===== config.mk =====
export PLATFORM = sky130hd
export DESIGN_NAME = halt_pwr_ctrl
export DESIGN_NICKNAME = d
export VERILOG_FILES = /design/src/rtl/hpc_pkg.sv /design/src/rtl/hpc_rst_sync.sv /design/src/rtl/hpc_wake_edge.sv /design/src/rtl/hpc_halt_fsm.sv /design/src/rtl/halt_pwr_ctrl.sv
export SDC_FILE = /design/constraint.sdc
export NUM_CORES = 1
export LEC_CHECK = 0
export BUFFER_PORTS_ARGS = -buffer_cell sky130_fd_sc_hd__buf_2
export CORE_AREA = 3 3 40 42
export CTS_BUF_LIST = sky130_fd_sc_hd__clkbuf_16
export CTS_CLUSTER_DIAMETER = 200
export CTS_CLUSTER_SIZE = 12
export DETAILED_ROUTE_END_ITERATION = 7
export DIE_AREA = 0 0 43 45
export PLACE_DENSITY = 0.45
export SKIP_CTS_REPAIR_TIMING = 1
export SLEW_MARGIN = 20
export SYNTH_ARGS = -nofsm -noshare
export SYNTH_HDL_FRONTEND = slang
export SYNTH_SLANG_ARGS = --single-unit

===== constraint.sdc =====
create_clock -name clk_i -period 0.8 [get_ports clk_i]
set_input_delay 0.16 -clock clk_i [delete_from_list [all_inputs] [get_ports clk_i]]
set_output_delay 0.16 -clock clk_i [all_outputs]
set_load 0.02 [all_outputs]

===== src/rtl/hpc_pkg.sv =====
package hpc_pkg;

  typedef enum logic [1:0] {
    OPT_XTAL = 2'd0,
    OPT_EXT  = 2'd1,
    OPT_RC   = 2'd2,
    OPT_RSVD = 2'd3
  } clk_opt_e;

  typedef enum logic {
    ST_RUN  = 1'b0,
    ST_HALT = 1'b1
  } pwr_state_e;

endpackage


===== src/rtl/hpc_rst_sync.sv =====
module hpc_rst_sync #(
  parameter int STAGES = 2
) (
  input  logic clk_i,
  input  logic rst_ni,
  output logic srst_no
);
  localparam int LAST = STAGES - 1;

  logic [LAST:0] chain_q;
  logic [LAST:0] chain_d;

  generate
    if (STAGES == 1) begin : g_single
      assign chain_d = 1'b1;
    end else begin : g_multi
      assign chain_d = {chain_q[LAST-1:0], 1'b1};
    end
  endgenerate

  always_ff @(posedge clk_i or negedge rst_ni) begin
    if (!rst_ni) chain_q <= '0;
    else         chain_q <= chain_d;
  end

  assign srst_no = chain_q[LAST];

endmodule


===== src/rtl/hpc_wake_edge.sv =====
module hpc_wake_edge #(
  parameter int SYNC_STAGES = 2
) (
  input  logic clk_i,
  input  logic srst_ni,
  input  logic wake_i,
  output logic rise_o
);
  localparam int LAST = SYNC_STAGES - 1;

  logic [LAST:0] sync_q;
  logic [LAST:0] sync_d;
  logic          prev_q;

  generate
    if (SYNC_STAGES == 1) begin : g_one
      assign sync_d = wake_i;
    end else begin : g_many
      assign sync_d = {sync_q[LAST-1:0], wake_i};
    end
  endgenerate

  always_ff @(posedge clk_i or negedge srst_ni) begin
    if (!srst_ni) begin
      sync_q <= '0;
      prev_q <= 1'b0;
    end else begin
      sync_q <= sync_d;
      prev_q <= sync_q[LAST];
    end
  end

  assign rise_o = sync_q[LAST] & ~prev_q;

  // a detected rise is a one-cycle event
  AST_RISE_SINGLE: assert property (@(posedge clk_i) disable iff (!srst_ni)
    rise_o |=> !rise_o) else $error("rise held");

endmodule


===== src/rtl/hpc_halt_fsm.sv =====
module hpc_halt_fsm
  import hpc_pkg::*;
(
  input  logic     clk_i,
  input  logic     srst_ni,
  input  clk_opt_e clk_opt_i,
  input  logic     wr_i,
  input  logic     wdata_i,
  input  logic     wake_rise_i,
  output logic     clk_en_o,
  output logic     resume_o,
  output logic     halt_bit_o
);

  pwr_state_e state_q, state_d;
  logic       hbit_q, hbit_d;
  logic       resume_q, resume_d;
  logic       clk_en_q, clk_en_d;
  logic       pin_wake_ok;
  logic       wake_go;

  // the wake pin doubles as the crystal output, so only these straps let it wake
  assign pin_wake_ok = (clk_opt_i == OPT_EXT) || (clk_opt_i == OPT_RC);
  assign wake_go     = wake_rise_i & pin_wake_ok;

  always_comb begin
    state_d  = state_q;
    hbit_d   = hbit_q;
    resume_d = 1'b0;
    unique case (state_q)
      ST_RUN: begin
        if (wr_i) begin
          hbit_d = wdata_i;
          if (wdata_i) state_d = ST_HALT;
        end
      end
      ST_HALT: begin
        if (wake_go) begin
          state_d  = ST_RUN;
          hbit_d   = 1'b0;
          resume_d = 1'b1;
        end
      end
      default: state_d = ST_RUN;
    endcase
    clk_en_d = (state_d == ST_RUN);
  end

  always_ff @(posedge clk_i or negedge srst_ni) begin
    if (!srst_ni) begin
      state_q  <= ST_RUN;
      hbit_q   <= 1'b0;
      resume_q <= 1'b0;
      clk_en_q <= 1'b1;
    end else begin
      state_q  <= state_d;
      hbit_q   <= hbit_d;
      resume_q <= resume_d;
      clk_en_q <= clk_en_d;
    end
  end

  assign clk_en_o   = clk_en_q;
  assign resume_o   = resume_q;
  assign halt_bit_o = hbit_q;

  AST_FALL_NEEDS_WRITE: assert property (@(posedge clk_i) disable iff (!srst_ni)
    $fell(clk_en_q) |-> $past(wr_i && wdata_i)) else $error("gate w/o write");
  AST_RISE_NEEDS_RESUME: assert property (@(posedge clk_i) disable iff (!srst_ni)
    $rose(clk_en_q) |-> resume_q) else $error("ungate w/o resume");
  AST_RESUME_SINGLE: assert property (@(posedge clk_i) disable iff (!srst_ni)
    resume_q |=> !resume_q) else $error("resume too long");
  AST_RESUME_CLEARS_BIT: assert property (@(posedge clk_i) disable iff (!srst_ni)
    resume_q |-> !hbit_q) else $error("bit not cleared");
  AST_XTAL_NO_WAKE: assert property (@(posedge clk_i) disable iff (!srst_ni)
    resume_q |-> ($past(clk_opt_i) == OPT_EXT || $past(clk_opt_i) == OPT_RC))
    else $error("wake in crystal mode");
  AST_HALTED_BIT_HELD: assert property (@(posedge clk_i) disable iff (!srst_ni)
    ($past(!clk_en_q) && !clk_en_q) |-> $stable(hbit_q)) else $error("bit moved");

endmodule


===== src/rtl/halt_pwr_ctrl.sv =====
module halt_pwr_ctrl
  import hpc_pkg::*;
#(
  parameter int RST_STAGES  = 2,
  parameter int SYNC_STAGES = 2
) (
  input  logic       clk_i,
  input  logic       rst_ni,
  input  logic [1:0] clk_opt_i,
  input  logic       port_wr_i,
  input  logic       port_wdata_i,
  input  logic       wake_i,
  output logic       clk_en_o,
  output logic       resume_o,
  output logic       halt_bit_o,
  output logic       pc_load_o
);

  logic     srst_n;
  logic     wake_rise;
  logic     pc_load_q;
  clk_opt_e opt;

  assign opt = clk_opt_e'(clk_opt_i);

  hpc_rst_sync #(.STAGES(RST_STAGES)) u_rst (
    .clk_i   (clk_i),
    .rst_ni  (rst_ni),
    .srst_no (srst_n)
  );

  hpc_wake_edge #(.SYNC_STAGES(SYNC_STAGES)) u_wake (
    .clk_i   (clk_i),
    .srst_ni (srst_n),
    .wake_i  (wake_i),
    .rise_o  (wake_rise)
  );

  hpc_halt_fsm u_fsm (
    .clk_i       (clk_i),
    .srst_ni     (srst_n),
    .clk_opt_i   (opt),
    .wr_i        (port_wr_i),
    .wdata_i     (port_wdata_i),
    .wake_rise_i (wake_rise),
    .clk_en_o    (clk_en_o),
    .resume_o    (resume_o),
    .halt_bit_o  (halt_bit_o)
  );

  // zero-vector load request: set by reset, dropped on the first edge after release
  always_ff @(posedge clk_i or negedge srst_n) begin
    if (!srst_n) pc_load_q <= 1'b1;
    else         pc_load_q <= 1'b0;
  end

  assign pc_load_o = pc_load_q;

  AST_PCLOAD_CLOCKED: assert property (@(posedge clk_i) disable iff (!srst_n)
    pc_load_q |-> clk_en_o) else $error("reload while gated");
  AST_PCLOAD_ONCE: assert property (@(posedge clk_i) disable iff (!srst_n)
    !pc_load_q |=> !pc_load_q) else $error("reload reappeared");
  AST_NO_RESUME_ON_RELOAD: assert property (@(posedge clk_i) disable iff (!srst_n)
    pc_load_q |-> !resume_o) else $error("resume with reload");

endmodule


### Word-level counts from Yosys, hierarchy flattened

Cells that the tools add are included.

| storage, ports and cells | value |
|---|---|
| register bits | 10 |
| logic and storage cells | 28 |

| cells by class | value |
|---|---|
| equal/unequal tests | 4 |
| muxes and demuxes | 9 |
| bitwise gates (word level) | 5 |
| reductions and logical operators | 2 |

Operators by type and width:

| kind | count |
|---|---|
| 1-bit two-way mux | 7 |
| 2-bit != test, second input constant | 2 |
| 1-bit one-hot mux with 2 select lines | 2 |
| 1-bit inverter | 3 |
| 1-bit bitwise AND | 2 |
| 2-bit by 1-bit equality test with 1-bit output, second input constant | 1 |
| 2-bit equality test, second input constant | 1 |
| 2-bit AND reduction | 1 |
| 1-bit logical OR | 1 |

### Longest topological paths before layout

| depth | value |
|---|---|
| depth after elaboration | 6 |
| gate-level depth with buffers | 3 |
| gate-level depth less buffers | 3 |

### By module

From an unflattened synthesis, not the netlist that was laid out.

| second synthesis, totals | value |
|---|---|
| cell total of the unflattened synthesis | 21 |
| area total of the unflattened synthesis | 329.1 µm² |

Modules (own cells, without submodules):

| module | times used | cells each | area each (µm²) | sequential area each (µm²) |
|---|---|---|---|---|
| hpc_halt_fsm | 1 | 12 | 156.4 | 101.3 |
| hpc_wake_edge | 1 | 4 | 88.8 | 75.1 |
| hpc_rst_sync | 1 | 3 | 53.8 | 50.0 |
| halt_pwr_ctrl | 1 | 2 | 30.0 | 26.3 |

### Least setup slack after synthesis

OpenSTA, ideal clock, no wires.

| path | value |
|---|---|
| path type | register to register |
| from | register u_fsm.state_q |
| to | register u_fsm.hbit_q, in the netlist u_fsm.halt_bit_o |
| setup time | 126 ps |
| data arrival time | 685 ps |
| data required time | 674 ps |
| path slack | -11 ps |
| cell stages (with the launch flop) | 4 |
| cell sequence | dfrtp_1 -> nand2b_1 -> mux2i_1 -> nor2_1 |

| between the ends | value |
|---|---|
| word-level cells in the longest chain between the ends | 3 |
| elaborated cells between the ends (all ways) | 5 |

RTL lines:

| item | RTL line | source |
|---|---|---|
| start, declared | hpc_halt_fsm.sv:15 | `pwr_state_e state_q, state_d;` |
| start signal, assigned | hpc_halt_fsm.sv:56 | `state_q <= state_d;` |
| 1-bit inverter | hpc_halt_fsm.sv:30 | `unique case (state_q)` |
| 2-bit != test (no line) | -- |  |
| 2-bit AND reduction (no line) | -- |  |
| end signal, assigned | hpc_halt_fsm.sv:57 | `hbit_q <= hbit_d;` |
| end, declared | hpc_halt_fsm.sv:16 | `logic hbit_q, hbit_d;` |

Several ways; a longest one is shown, not always the timed one.
A chain may end at the register's enable or synchronous reset.

### Worst setup path after layout

| path | value |
|---|---|
| from | register pc_load_q, in the netlist pc_load_o |
| to | output pc_load_o |

RTL lines:

| item | RTL line | source |
|---|---|---|
| start, declared | halt_pwr_ctrl.sv:21 | `logic pc_load_q;` |
| start signal, assigned | halt_pwr_ctrl.sv:53 | `if (!srst_n) pc_load_q <= 1'b1;` |
| start signal, assigned | halt_pwr_ctrl.sv:54 | `else pc_load_q <= 1'b0;` |
| end, declared | halt_pwr_ctrl.sv:16 | `output logic pc_load_o` |

No word-level cell between the ends.

==> results by group <==
Synth
  • Synth area leader: dfrtp_1
  • Post-synthesis cell type count: 11
  • Syn. warnings: 0
  • Synthesized cell area: roughly 320 um2
  • Post-synthesis sequential area ratio: 0.7953
  • Synthesized instance count: 21
  • Synth area leaders: dfrtp_1 63%, dfstp_2 17%, mux2i_1 3.1%
  • Avg Synthesized Cell Area: between 15 and 20 um2
  • Post-synth top area share: 0.6299
  • Flops & latches, synth: 10
  • Syn nets: 28

GRT
  • GRT Total Usage: 0.05743
  • Vias in the first global route: 194
  • Grt ovf: 0
  • Global-route wire length before repair: between 700 and 800 um
  • Initial antenna violation count: 0
  • Largest net degree at the start of global routing: 9

Worst hold path
  • Worst Hold Launch: wake_i
  • Worst hold path class: in -> reg
  • WHS Path Cells: 1

Layout
  • Syn-to-layout area delta: 62.60%
  • Nets@finish: 44
  • Share of cells above drive strength 1: 0.5000
  • Post-layout util: 0.4021
  • Post-route cell area: ~520 um2
  • Fill cells: 130
  • Most frequent cells in the layout: 8 x dfrtp_1, 6 x buf_2, 4 x buf_6, 3 x clkbuf_16
  • Diodes inserted: 0
  • Commonest non-fill, non-tap cell in the layout: dfrtp_1

Timing
  • Max Fclk: between 900 and 1000 MHz
  • Setup ws final: -0.2128 ns
  • Final hold vios: 0
  • Final period util: 1.266
  • Fin Hold WS: 0.03206 ns
  • Clock Skews: 0.005182 ns
  • Final TNS setup: -0.6802 ns
  • Tmin final: 1.013 ns
  • Setup violators final: 6
  • Max Transition Viols Final: 0
  • Unrepaired setup endpoints after global routing: true

Clocking
  • Worst-Skew Late Latency: 0.23 ns
  • Clk sinks: 10
  • Worst-case clock buffer depth: 2
  • CTS tree: done
  • Num CTS Buffers: 3
  • CTS clock-pin slew for the worst setup and hold paths: 0.04 ns
  • H-tree levels: 1
  • CTS root buf: clkbuf_16

Power and ir drop
  • Psw: roughly 0.33 mW
  • Leak: ~0.25 nW
  • PD cells: between 3000 and 4000 nW/um2
  • Combinational power share: 0.120
  • Clock power frac: 0.515
  • Flop pwr share: 0.365
  • Int Pwr: approximately 1.3 mW
  • VDD IR-drop max: between 1.5 and 2 mV
  • Switching Share: 0.2006

Status
  • Status: finished, violations left
  • Violated checks: setup timing

Floorplan
  • Core Region: around 1300 um2
  • Num rows: 13
  • Ports: 11
  • Die width: roughly 43 um
  • Die Footprint: roughly 1900 um2
  • Chip height: 45 um
  • Initial Util: 0.2473

Routing
  • Antenna-violating nets left: 0
  • Via density: about 3.8
  • DRT iter0 DRCs: 2
  • WL per Instance: approximately 8.8 um
  • Routed wire length: between 400 and 500 um
  • Via count: 194
  • First drt pass iteration count: 2
  • Residual DRC: 0

Worst setup path
  • Worst EP arrival: roughly 0.85 ns
  • Reg2Reg Depth: 3
  • Slowest stage delay, CP: 0.52 ns
  • CP max FO: 1
  • Critical path startpoint category: flop
  • Critical path data required time: around 0.64 ns
  • CP delay by family, top: flip-flops
  • Worst Setup SP: pc_load_o$_DFF_PN1_
  • Reg-to-Reg Start: u_fsm.state_q$_DFF_PN0_
  • Slowest CP cell: dfstp_2
  • Crit path cell chain: buf_6
  • Levels on crit path: 1
  • Worst Path Buf+Inv: 1
  • Crit Path Category: reg -> out
  • Critical path endpoint category: primary output

Run
  • Max Cap Viol: 0

Placement
  • Dpl hpwl: around 360 um
  • Buffers added on ports: 10
  • Place WS: -0.06218 ns
  • Routability cong.: about 0.7
  • DP Area: between 300 and 400 um2
==> flip-flops by register name (all words and copies together), names as in the netlist <==
name	count
u_wake.sync_q	2
pc_load_o	1
u_fsm.state_q	1
u_rst.chain_q	2
u_fsm.resume_o	1
u_fsm.clk_en_o	1
u_wake.prev_q	1
u_fsm.halt_bit_o	1
==> through the flow <==
step,std cells,power (mW)
floorplan,21,0.7001
global placement,46,0.7559
detailed placement,46,0.7628
CTS,50,1.632
global route,51,1.745
finish,51,1.666
==> layer usage <==
layer | vias up | GRT usage | wire length (um)
li1 | 94 | - | -
met1 | 93 | 0.05779 | 181
met2 | 7 | 0.09281 | 221
met3 | 0 | 0.01992 | 48
met4 | 0 | 0.05422 | 0
met5 | - | 0 | 0
==> power by group through the flow <==
stage | clock [mW] | combinational [mW] | sequential, mW
2_1_floorplan | 0 | 0.0564 | 0.644
3_3_place_gp | 0 | 0.154 | 0.602
3_5_place_dp | 0 | 0.156 | 0.606
4_1_cts | 0.877 | 0.156 | 0.600
5_1_grt | 0.910 | 0.218 | 0.617
6_report | 0.858 | 0.200 | 0.608
==> final timing paths <==
kind	endpoint	slack, ns
worst min-delay path	u_wake.sync_q[0]$_DFF_PN0_	0.03
worst max-delay path	pc_load_o	-0.21
worst min register to register	u_wake.sync_q[0]$_DFF_PN0_	0.12
worst max register to register	u_fsm.halt_bit_o$_DFFE_PN0P_	-0.06
max in group asynchronous	u_fsm.clk_en_o$_DFF_PN1_	0.39
min in group asynchronous	u_wake.sync_q[0]$_DFF_PN0_	0.12
==> cells in the mapped netlist, drive strengths merged <==
master / n
xnor2: 1
nor3: 1
nand2b: 1
mux2i: 1
dfstp: 2
nor2: 2
conb: 2
dfrtp: 8
or2: 1
nand2: 1
a21oi: 1
==> final cells by class <==
cell class / instances / area (um2) / share of cell area
Clock buffer: 3 / 75.07 / 0.1453
Sequential cell: 10 / 252.7 / 0.4891
Clock inverter: 1 / 3.754 / 0.007264
Tap cell: 15 / 18.77 / 0.03632
Multi-Input combinational cell: 11 / 81.33 / 0.1574
Timing Repair Buffer: 11 / 85.08 / 0.1646
==> cell families (layout without fill, tap and decap cells) <==
| group | after synthesis | count (layout) | share of synthesized area |
|---|---|---|---|
| flip-flops | 10 | 10 | 0.7953 |
| AND/OR/NAND/NOR | 6 | 6 | 0.1063 |
| other | 2 | 2 | 0.02363 |
| AO/OA/AOI/OAI | 1 | 1 | 0.01573 |
| XOR/XNOR | 1 | 1 | 0.02756 |
| multiplexers | 1 | 1 | 0.03150 |
| buffers and inverters | 0 | 15 | 0 |
Power figures use the tool's default switching activity.
